File: src/rtl/tbljmp_pkg.sv
package tbljmp_pkg;
  localparam logic [11:0] TJ_CSR_ADDR  = 12'h017;
  localparam int          MODE_W       = 6;
  localparam int          IDX_W        = 8;
  localparam int          LINK_MIN     = 32;
  localparam int          CAUSE_W      = 4;
  localparam logic [CAUSE_W-1:0] CAUSE_FETCH_FAULT = 4'd1;
  localparam logic [CAUSE_W-1:0] CAUSE_ILLEGAL     = 4'd2;
  localparam logic [4:0]  LINK_REG     = 5'd1;

  typedef enum logic [1:0] {
    ST_IDLE  = 2'd0,
    ST_ISSUE = 2'd1,
    ST_WAIT  = 2'd2
  } tj_state_e;
endpackage

File: src/rtl/tbljmp_csr.sv
module tbljmp_csr
  import tbljmp_pkg::*;
#(
  parameter int XLEN = 32
) (
  input  logic            clk,
  input  logic            rst_n,
  input  logic            allowed,
  input  logic            csr_req,
  input  logic            csr_wr,
  input  logic [11:0]     csr_addr,
  input  logic [XLEN-1:0] csr_wdata,
  output logic            csr_resp,
  output logic [XLEN-1:0] csr_rdata,
  output logic            csr_fault,
  output logic [XLEN-1:0] tbl_csr
);
  logic            hit;
  logic [XLEN-1:0] csr_q;

  assign hit     = csr_req && (csr_addr == TJ_CSR_ADDR);
  assign tbl_csr = csr_q;

  always_ff @(posedge clk or negedge rst_n) begin
    if (!rst_n) begin
      csr_q     <= '0;
      csr_resp  <= 1'b0;
      csr_rdata <= '0;
      csr_fault <= 1'b0;
    end else begin
      csr_resp  <= hit;
      csr_fault <= hit && !allowed;
      csr_rdata <= (hit && allowed) ? csr_q : '0;
      if (hit && allowed && csr_wr) csr_q <= csr_wdata;
    end
  end

  assert_reject_keeps_R7: assert property (@(posedge clk) disable iff (!rst_n)
    (csr_req && !allowed) |=> $stable(csr_q));
  assert_miss_no_resp_R2: assert property (@(posedge clk) disable iff (!rst_n)
    (!csr_req) |=> !csr_resp);
endmodule

File: src/rtl/tbljmp_decode.sv
module tbljmp_decode
  import tbljmp_pkg::*;
#(
  parameter int XLEN = 32
) (
  input  logic [15:0]     word,
  input  logic [XLEN-1:0] pc,
  input  logic [XLEN-1:0] tbl_csr,
  output logic            is_tj,
  output logic            link,
  output logic            mode_bad,
  output logic [XLEN-1:0] tbl_addr,
  output logic [XLEN-1:0] ret_addr
);
  localparam int ENTRY_BYTES = XLEN / 8;
  localparam int SHIFT       = $clog2(ENTRY_BYTES);

  logic [IDX_W-1:0] idx;
  logic [XLEN-1:0]  base;
  logic [XLEN-1:0]  offset;

  assign is_tj    = (word[15:13] == 3'b101) && (word[12:10] == 3'b000) && (word[1:0] == 2'b10);
  assign idx      = word[9:2];
  assign link     = (idx >= IDX_W'(LINK_MIN));
  assign mode_bad = (tbl_csr[MODE_W-1:0] != '0);
  assign base     = {tbl_csr[XLEN-1:MODE_W], {MODE_W{1'b0}}};
  assign ret_addr = pc + XLEN'(2);

  generate
    if (XLEN == 32 || XLEN == 64) begin : g_stride
      assign offset = XLEN'(idx) << SHIFT;
    end else begin : g_bad_xlen
      assign offset = '0;
      initial $error("tbljmp_decode: XLEN must be 32 or 64");
    end
  endgenerate

  assign tbl_addr = base + offset;
endmodule

File: src/rtl/tbljmp_seq.sv
module tbljmp_seq
  import tbljmp_pkg::*;
#(
  parameter int XLEN = 32
) (
  input  logic               clk,
  input  logic               rst_n,
  input  logic               allowed,
  input  logic               ins_valid,
  output logic               ins_ready,
  input  logic [XLEN-1:0]    ins_pc,
  input  logic               is_tj,
  input  logic               link,
  input  logic               mode_bad,
  input  logic [XLEN-1:0]    tbl_addr,
  input  logic [XLEN-1:0]    ret_addr,
  output logic               mem_req_valid,
  input  logic               mem_req_ready,
  output logic [XLEN-1:0]    mem_req_addr,
  input  logic               mem_rsp_valid,
  output logic               mem_rsp_ready,
  input  logic [XLEN-1:0]    mem_rsp_data,
  input  logic               mem_rsp_err,
  output logic               redir_valid,
  output logic [XLEN-1:0]    redir_pc,
  output logic               rf_we,
  output logic [4:0]         rf_waddr,
  output logic [XLEN-1:0]    rf_wdata,
  output logic               exc_valid,
  output logic [CAUSE_W-1:0] exc_cause,
  output logic [XLEN-1:0]    exc_pc,
  output logic               busy
);
  tj_state_e       state_q;
  logic [XLEN-1:0] pc_q, addr_q, ret_q;
  logic            link_q;
  logic            take;

  assign ins_ready     = (state_q == ST_IDLE);
  assign busy          = (state_q != ST_IDLE);
  assign take          = ins_valid && ins_ready && is_tj;
  assign mem_req_valid = (state_q == ST_ISSUE);
  assign mem_req_addr  = addr_q;
  assign mem_rsp_ready = (state_q == ST_WAIT);
  assign rf_waddr      = LINK_REG;

  always_ff @(posedge clk or negedge rst_n) begin
    if (!rst_n) begin
      state_q     <= ST_IDLE;
      pc_q        <= '0;
      addr_q      <= '0;
      ret_q       <= '0;
      link_q      <= 1'b0;
      redir_valid <= 1'b0;
      redir_pc    <= '0;
      rf_we       <= 1'b0;
      rf_wdata    <= '0;
      exc_valid   <= 1'b0;
      exc_cause   <= '0;
      exc_pc      <= '0;
    end else begin
      redir_valid <= 1'b0;
      rf_we       <= 1'b0;
      exc_valid   <= 1'b0;
      unique case (state_q)
        ST_IDLE: begin
          if (take) begin
            if (!allowed || mode_bad) begin
              exc_valid <= 1'b1;
              exc_cause <= CAUSE_ILLEGAL;
              exc_pc    <= ins_pc;
            end else begin
              pc_q    <= ins_pc;
              addr_q  <= tbl_addr;
              ret_q   <= ret_addr;
              link_q  <= link;
              state_q <= ST_ISSUE;
            end
          end
        end
        ST_ISSUE: begin
          if (mem_req_ready) state_q <= ST_WAIT;
        end
        ST_WAIT: begin
          if (mem_rsp_valid) begin
            state_q <= ST_IDLE;
            if (mem_rsp_err) begin
              exc_valid <= 1'b1;
              exc_cause <= CAUSE_FETCH_FAULT;
              exc_pc    <= pc_q;
            end else begin
              redir_valid <= 1'b1;
              redir_pc    <= {mem_rsp_data[XLEN-1:1], 1'b0};
              rf_we       <= link_q;
              rf_wdata    <= ret_q;
            end
          end
        end
        default: state_q <= ST_IDLE;
      endcase
    end
  end

  assert_req_hold_R3: assert property (@(posedge clk) disable iff (!rst_n)
    (mem_req_valid && !mem_req_ready) |=> (mem_req_valid && $stable(mem_req_addr)));
  assert_redir_pulse_R4: assert property (@(posedge clk) disable iff (!rst_n)
    redir_valid |=> !redir_valid);
  assert_link_with_redir_R5: assert property (@(posedge clk) disable iff (!rst_n)
    rf_we |-> redir_valid);
  assert_fault_no_redir_R9: assert property (@(posedge clk) disable iff (!rst_n)
    exc_valid |-> (!redir_valid && !rf_we));
  assert_single_flight_R10: assert property (@(posedge clk) disable iff (!rst_n)
    busy |-> !ins_ready);
  assert_illegal_no_req_R6: assert property (@(posedge clk) disable iff (!rst_n)
    (take && (mode_bad || !allowed)) |=> !mem_req_valid);
endmodule

File: src/rtl/tbljmp_unit.sv
module tbljmp_unit
  import tbljmp_pkg::*;
#(
  parameter int XLEN = 32
) (
  input  logic               clk,
  input  logic               rst_n,
  input  logic               ext_en,
  input  logic               se_required,
  input  logic               se_bit,
  input  logic               ins_valid,
  output logic               ins_ready,
  input  logic [15:0]        ins_word,
  input  logic [XLEN-1:0]    ins_pc,
  input  logic               csr_req,
  input  logic               csr_wr,
  input  logic [11:0]        csr_addr,
  input  logic [XLEN-1:0]    csr_wdata,
  output logic               csr_resp,
  output logic [XLEN-1:0]    csr_rdata,
  output logic               csr_fault,
  output logic               mem_req_valid,
  input  logic               mem_req_ready,
  output logic [XLEN-1:0]    mem_req_addr,
  input  logic               mem_rsp_valid,
  output logic               mem_rsp_ready,
  input  logic [XLEN-1:0]    mem_rsp_data,
  input  logic               mem_rsp_err,
  output logic               redir_valid,
  output logic [XLEN-1:0]    redir_pc,
  output logic               rf_we,
  output logic [4:0]         rf_waddr,
  output logic [XLEN-1:0]    rf_wdata,
  output logic               exc_valid,
  output logic [CAUSE_W-1:0] exc_cause,
  output logic [XLEN-1:0]    exc_pc,
  output logic               busy
);
  logic            allowed;
  logic [XLEN-1:0] tbl_csr, tbl_addr, ret_addr;
  logic            is_tj, link, mode_bad;

  assign allowed = ext_en && !(se_required && !se_bit);

  tbljmp_csr #(.XLEN(XLEN)) u_csr (
    .clk       (clk),
    .rst_n     (rst_n),
    .allowed   (allowed),
    .csr_req   (csr_req),
    .csr_wr    (csr_wr),
    .csr_addr  (csr_addr),
    .csr_wdata (csr_wdata),
    .csr_resp  (csr_resp),
    .csr_rdata (csr_rdata),
    .csr_fault (csr_fault),
    .tbl_csr   (tbl_csr)
  );

  tbljmp_decode #(.XLEN(XLEN)) u_dec (
    .word     (ins_word),
    .pc       (ins_pc),
    .tbl_csr  (tbl_csr),
    .is_tj    (is_tj),
    .link     (link),
    .mode_bad (mode_bad),
    .tbl_addr (tbl_addr),
    .ret_addr (ret_addr)
  );

  tbljmp_seq #(.XLEN(XLEN)) u_seq (
    .clk           (clk),
    .rst_n         (rst_n),
    .allowed       (allowed),
    .ins_valid     (ins_valid),
    .ins_ready     (ins_ready),
    .ins_pc        (ins_pc),
    .is_tj         (is_tj),
    .link          (link),
    .mode_bad      (mode_bad),
    .tbl_addr      (tbl_addr),
    .ret_addr      (ret_addr),
    .mem_req_valid (mem_req_valid),
    .mem_req_ready (mem_req_ready),
    .mem_req_addr  (mem_req_addr),
    .mem_rsp_valid (mem_rsp_valid),
    .mem_rsp_ready (mem_rsp_ready),
    .mem_rsp_data  (mem_rsp_data),
    .mem_rsp_err   (mem_rsp_err),
    .redir_valid   (redir_valid),
    .redir_pc      (redir_pc),
    .rf_we         (rf_we),
    .rf_waddr      (rf_waddr),
    .rf_wdata      (rf_wdata),
    .exc_valid     (exc_valid),
    .exc_cause     (exc_cause),
    .exc_pc        (exc_pc),
    .busy          (busy)
  );
endmodule

File: config.mk
export PLATFORM = sky130hd
export DESIGN_NAME = tbljmp_unit
export DESIGN_NICKNAME = d
export VERILOG_FILES = /design/src/rtl/tbljmp_pkg.sv /design/src/rtl/tbljmp_csr.sv /design/src/rtl/tbljmp_decode.sv /design/src/rtl/tbljmp_seq.sv /design/src/rtl/tbljmp_unit.sv
export SDC_FILE = /design/constraint.sdc
export NUM_CORES = 1
export LEC_CHECK = 0
export CAP_MARGIN = 0
export CORE_MARGIN = 5
export CORE_UTILIZATION = 45
export DETAILED_ROUTE_END_ITERATION = 16
export PLACE_DENSITY_LB_ADDON = 0.15
export SETUP_SLACK_MARGIN = 0.1
export SYNTH_ARGS = -nofsm -noshare
export SYNTH_HDL_FRONTEND = slang
export SYNTH_HIERARCHICAL = 1
export SYNTH_SLANG_ARGS = --single-unit
File: constraint.sdc
create_clock -name clk -period 7.75 [get_ports clk]
set_clock_uncertainty 0.1 [all_clocks]
set_input_delay 0.775 -clock clk [delete_from_list [all_inputs] [get_ports clk]]
set_output_delay 0.775 -clock clk [all_outputs]
set_load 0.01 [all_outputs]
==> parameters.txt <==
Parameter                              Value

Place
  Number of cells after detailed placement ... 1447
  Number of input and output port buffers inserted ... 303
  Cell Area, Placed ... 15000 um2
  Detail Placement HPWL ... 20100 um
  Placer's final routability congestion estimate ... 0.754

Final layout
  Finished layout cell area ... 16000 um2
  Final std cells w/o fill ... 1500
  Number of nets in the finished design ... 1284
  Filler cell count ... 2062
  Area grow syn2layout ... 35.2%
  Fraction of final layout cells with drive strength greater than 1 ... 0.266
  Number of antenna cells inserted ... 0

Synthesis
  Ranking of synthesized cells by area ... dfrtp_1 (56%), mux2_2 (19%), mux2_1 (4.9%)
  Number of cells produced by synthesis ... 842
  Warnings from Yosys ... 6
  Top cells by instance count after synthesis ... dfrtp_1 (265), mux2_2 (204), mux2_1 (52), inv_1 (49), xnor2_1 (29)
  Post-synthesis instance area ... 11800 um2
  Share of flip-flops with an asynchronous set or reset ... 1.00
  Synth Register Bits ... 265
  Top cell type's share of synthesized area ... 0.560
  Most instantiated library cell after synthesis ... dfrtp_1
  Fraction of the yosys area taken by sequential cells ... 0.560
  Synth Area in Adders ... 0.00697
  Multiplexer share of the synthesized area ... 0.243
  Synth Area in XOR/XNOR ... 0.0392
  Post-synth EDFFs ... 0
  Cell variety after synth ... 58
  Most frequently used flop master after synthesis ... dfrtp_1
  Average cell area after synthesis ... 14.1 um2
  Post-synth top area cell ... dfrtp_1
  Share of the synthesized area in compound gates (AO/OA/AOI/OAI) ... 0.0150
  Largest family of logic cells by synthesized area ... multiplexers
  Synthesized-area fraction occupied by and/or/nand/nor cells ... 0.0844

Timing
  Accumulated negative setup slack ... 0 ps
  Share of the clock period used by the worst path ... 0.433
  Final max-slew violation count ... 0
  Post-route minimum period ... 3350 ps
  Worst slew margin relative to its limit ... 0.324
  Final hold vios ... 0
  Setup Viol. Count Final ... 0
  Peak Freq ... 298 MHz
  Setup repair after global routing missed its margin ... no
  Transition time of the tightest slew-check pin ... 1010 ps

Route
  DRT Pass-1 Iters ... 4
  Vias ... 7640
  Detailed router's first-iteration violation count ... 316
  DRC violation count after routing ... 0
  Post-route antenna net violation count ... 0
  Total length of routed wires ... 28600 um
  DR WL/cell ... 19.1 um
  Detail-routed via count per cell ... 5.09

Die
  Die outline height ... 172 um
  Core Footprint ... 26000 um2
  X dimension of the die ... 172 um
  Number of rows created at floorplan ... 59
  Total Die Area ... 29700 um2
  Top Ports ... 313
  Starting density of the core ... 0.456

Worst setup path
  Worst setup SP type ... flip-flop
  Reg2reg start ... u_csr/tbl_csr[6]
  End of the worst register-to-register path ... u_seq/mem_req_addr[20]
  FF-to-FF path depth ... 9
  Capturing element type of the critical path ... primary output
  Worst setup path class ... reg2out
  Worst EP arrival ... 2480 ps
  Internal reg-to-reg setup slack ... 5000 ps
  CP max FO ... 26
  Critical path data required time ... 6880 ps

Clock tree
  Reg clk slew, reported paths ... 60 ps
  Clock sink count ... 265
  Number of buffers added for setup after CTS ... 0
  Number of buffers added to fix hold violations after cts ... 0
  Root buffer cell ... clkbuf_16
  H-Tree Level Count ... 1
  Insertion delay of the later-clocked pin in the worst-skew pair ... 530 ps
  CTS tree ... done
  Number of gates resized after cts ... 0
  Total clock buffers created by CTS ... 29
  Maximum clock insertion buffer count ... 3

Job
  Max-capacitance violation count ... 0

GRT
  Wire length of the first global-routing pass ... 44000 um
  Vias in the first global route ... 7799
  Maximum number of pins on one net before global-route repair ... 133
  Global-route usage over all layers ... 0.187
  Number of antenna violations at the first check in global routing ... 1
  Final global-route overflow total ... 0

Power and ir drop
  Final Power ... 0.00301 W
  Power per cell area ... 188 nW/um2
  Leakage ... 7.49 nW
  Worst vdd rail ir drop ... 0.167 mV

Outcome
  Run status ... finished, final reports clean

Worst hold path
  Classification of the worst-slack hold path ... in2async
## power breakdown
part           switching, W  internal (W)  total (W)  leakage [nW]
Combinational     0.0000836      0.000109   0.000193          3.32
Sequential       0.00000967       0.00140    0.00141          3.69
Clock              0.000544      0.000858    0.00140         0.476
Total              0.000638       0.00237    0.00301          7.49
## registers in the layout, indices dropped and copies added, names as in the netlist
register            cells
u_seq/exc_cause         2
u_seq/rf_wdata         32
u_csr/csr_rdata        32
u_seq/state_q           2
u_seq/redir_pc         31
u_seq/mem_req_addr     32
u_csr/csr_fault         1
u_seq/rf_we             1
u_seq/exc_valid         1
u_seq/link_q            1
u_seq/exc_pc           32
u_seq/redir_valid       1
u_seq/ret_q            32
u_csr/tbl_csr          32
u_csr/csr_resp          1
u_seq/pc_q             32
## cell type report
| cell class | instances | area [um2] | area share |
|---|---|---|---|
| Clock buffer | 41 | 811 | 0.0506 |
| Tap cell | 335 | 419 | 0.0262 |
| Clock inverter | 12 | 165 | 0.0103 |
| Sequential cell | 265 | 6630 | 0.414 |
| Multi-Input combinational cell | 481 | 4660 | 0.291 |
| Inverter | 49 | 184 | 0.0115 |
| Timing Repair Buffer | 317 | 3140 | 0.196 |
## worst max-delay path: stages, from the launching register on
cell and delay (ps):
dfrtp_1 490, nor2b_4 390, buf_4 430, clkdlybuf4s50_1 620
## worst max path at each step
stage	startpoint	to	slack, ps	cells after the start
global placement	ins_word[14]	u_seq/ret_q[14]	3980	7
finish	u_seq/state_q[1]	mem_rsp_ready	4400	3
CTS	u_seq/state_q[1]	mem_rsp_ready	4360	3
floorplan	ins_word[6]	u_seq/mem_req_addr[20]	4890	9
global route	u_seq/state_q[1]	mem_rsp_ready	4280	3
detailed placement	ins_word[14]	u_seq/exc_pc[9]	3990	7
## placed cells by master, fill, tap and decap left out, types with 4 or more instances in the layout
master / Yosys / layout
a211oi_1: 6 / 6
a21oi_1: 4 / 4
and4_1: 5 / 5
buf_4: 20 / 14
bufinv_16: 0 / 4
clkbuf_1: 4 / 8
clkbuf_16: 0 / 29
clkbuf_8: 0 / 4
clkdlybuf4s50_1: 0 / 302
clkinv_2: 0 / 6
conb_1: 3 / 10
dfrtp_1: 265 / 265
ha_1: 5 / 5
inv_1: 49 / 49
mux2_1: 52 / 52
mux2_2: 204 / 204
nand2_1: 18 / 18
nand3_1: 10 / 10
nand4_1: 17 / 17
nor2_1: 9 / 9
nor3_1: 10 / 10
nor3_2: 28 / 28
xnor2_1: 29 / 29
xor2_1: 24 / 24
## layer usage
layer	up-vias	track usage	wire length (um)
met4	2	0.0444	646
met5	-	0	11
met3	46	0.0674	2810
met1	3841	0.243	11900
met2	233	0.303	13200
li1	3518	-	-
## metrics by stage
step	hold slack (ps)	utilization	setup WS, ps
after CTS	286	0.616	4360
after global placement	365	0.579	3980
after detailed placement	374	0.579	3990
after floorplan	347	-	4890
after global routing	297	0.616	4280
final	208	0.616	4400
## logic make-up after synthesis
kind of cell,Yosys count
other,3
muxes,256
DFF,265
and+or+nand+nor,135
AOI/OAI and AO/OA,21
adders and majority gates,6
buffers and inverters,103
xor gates and xnor gates,53
Note: power is estimated with default switching activity, not from simulation.
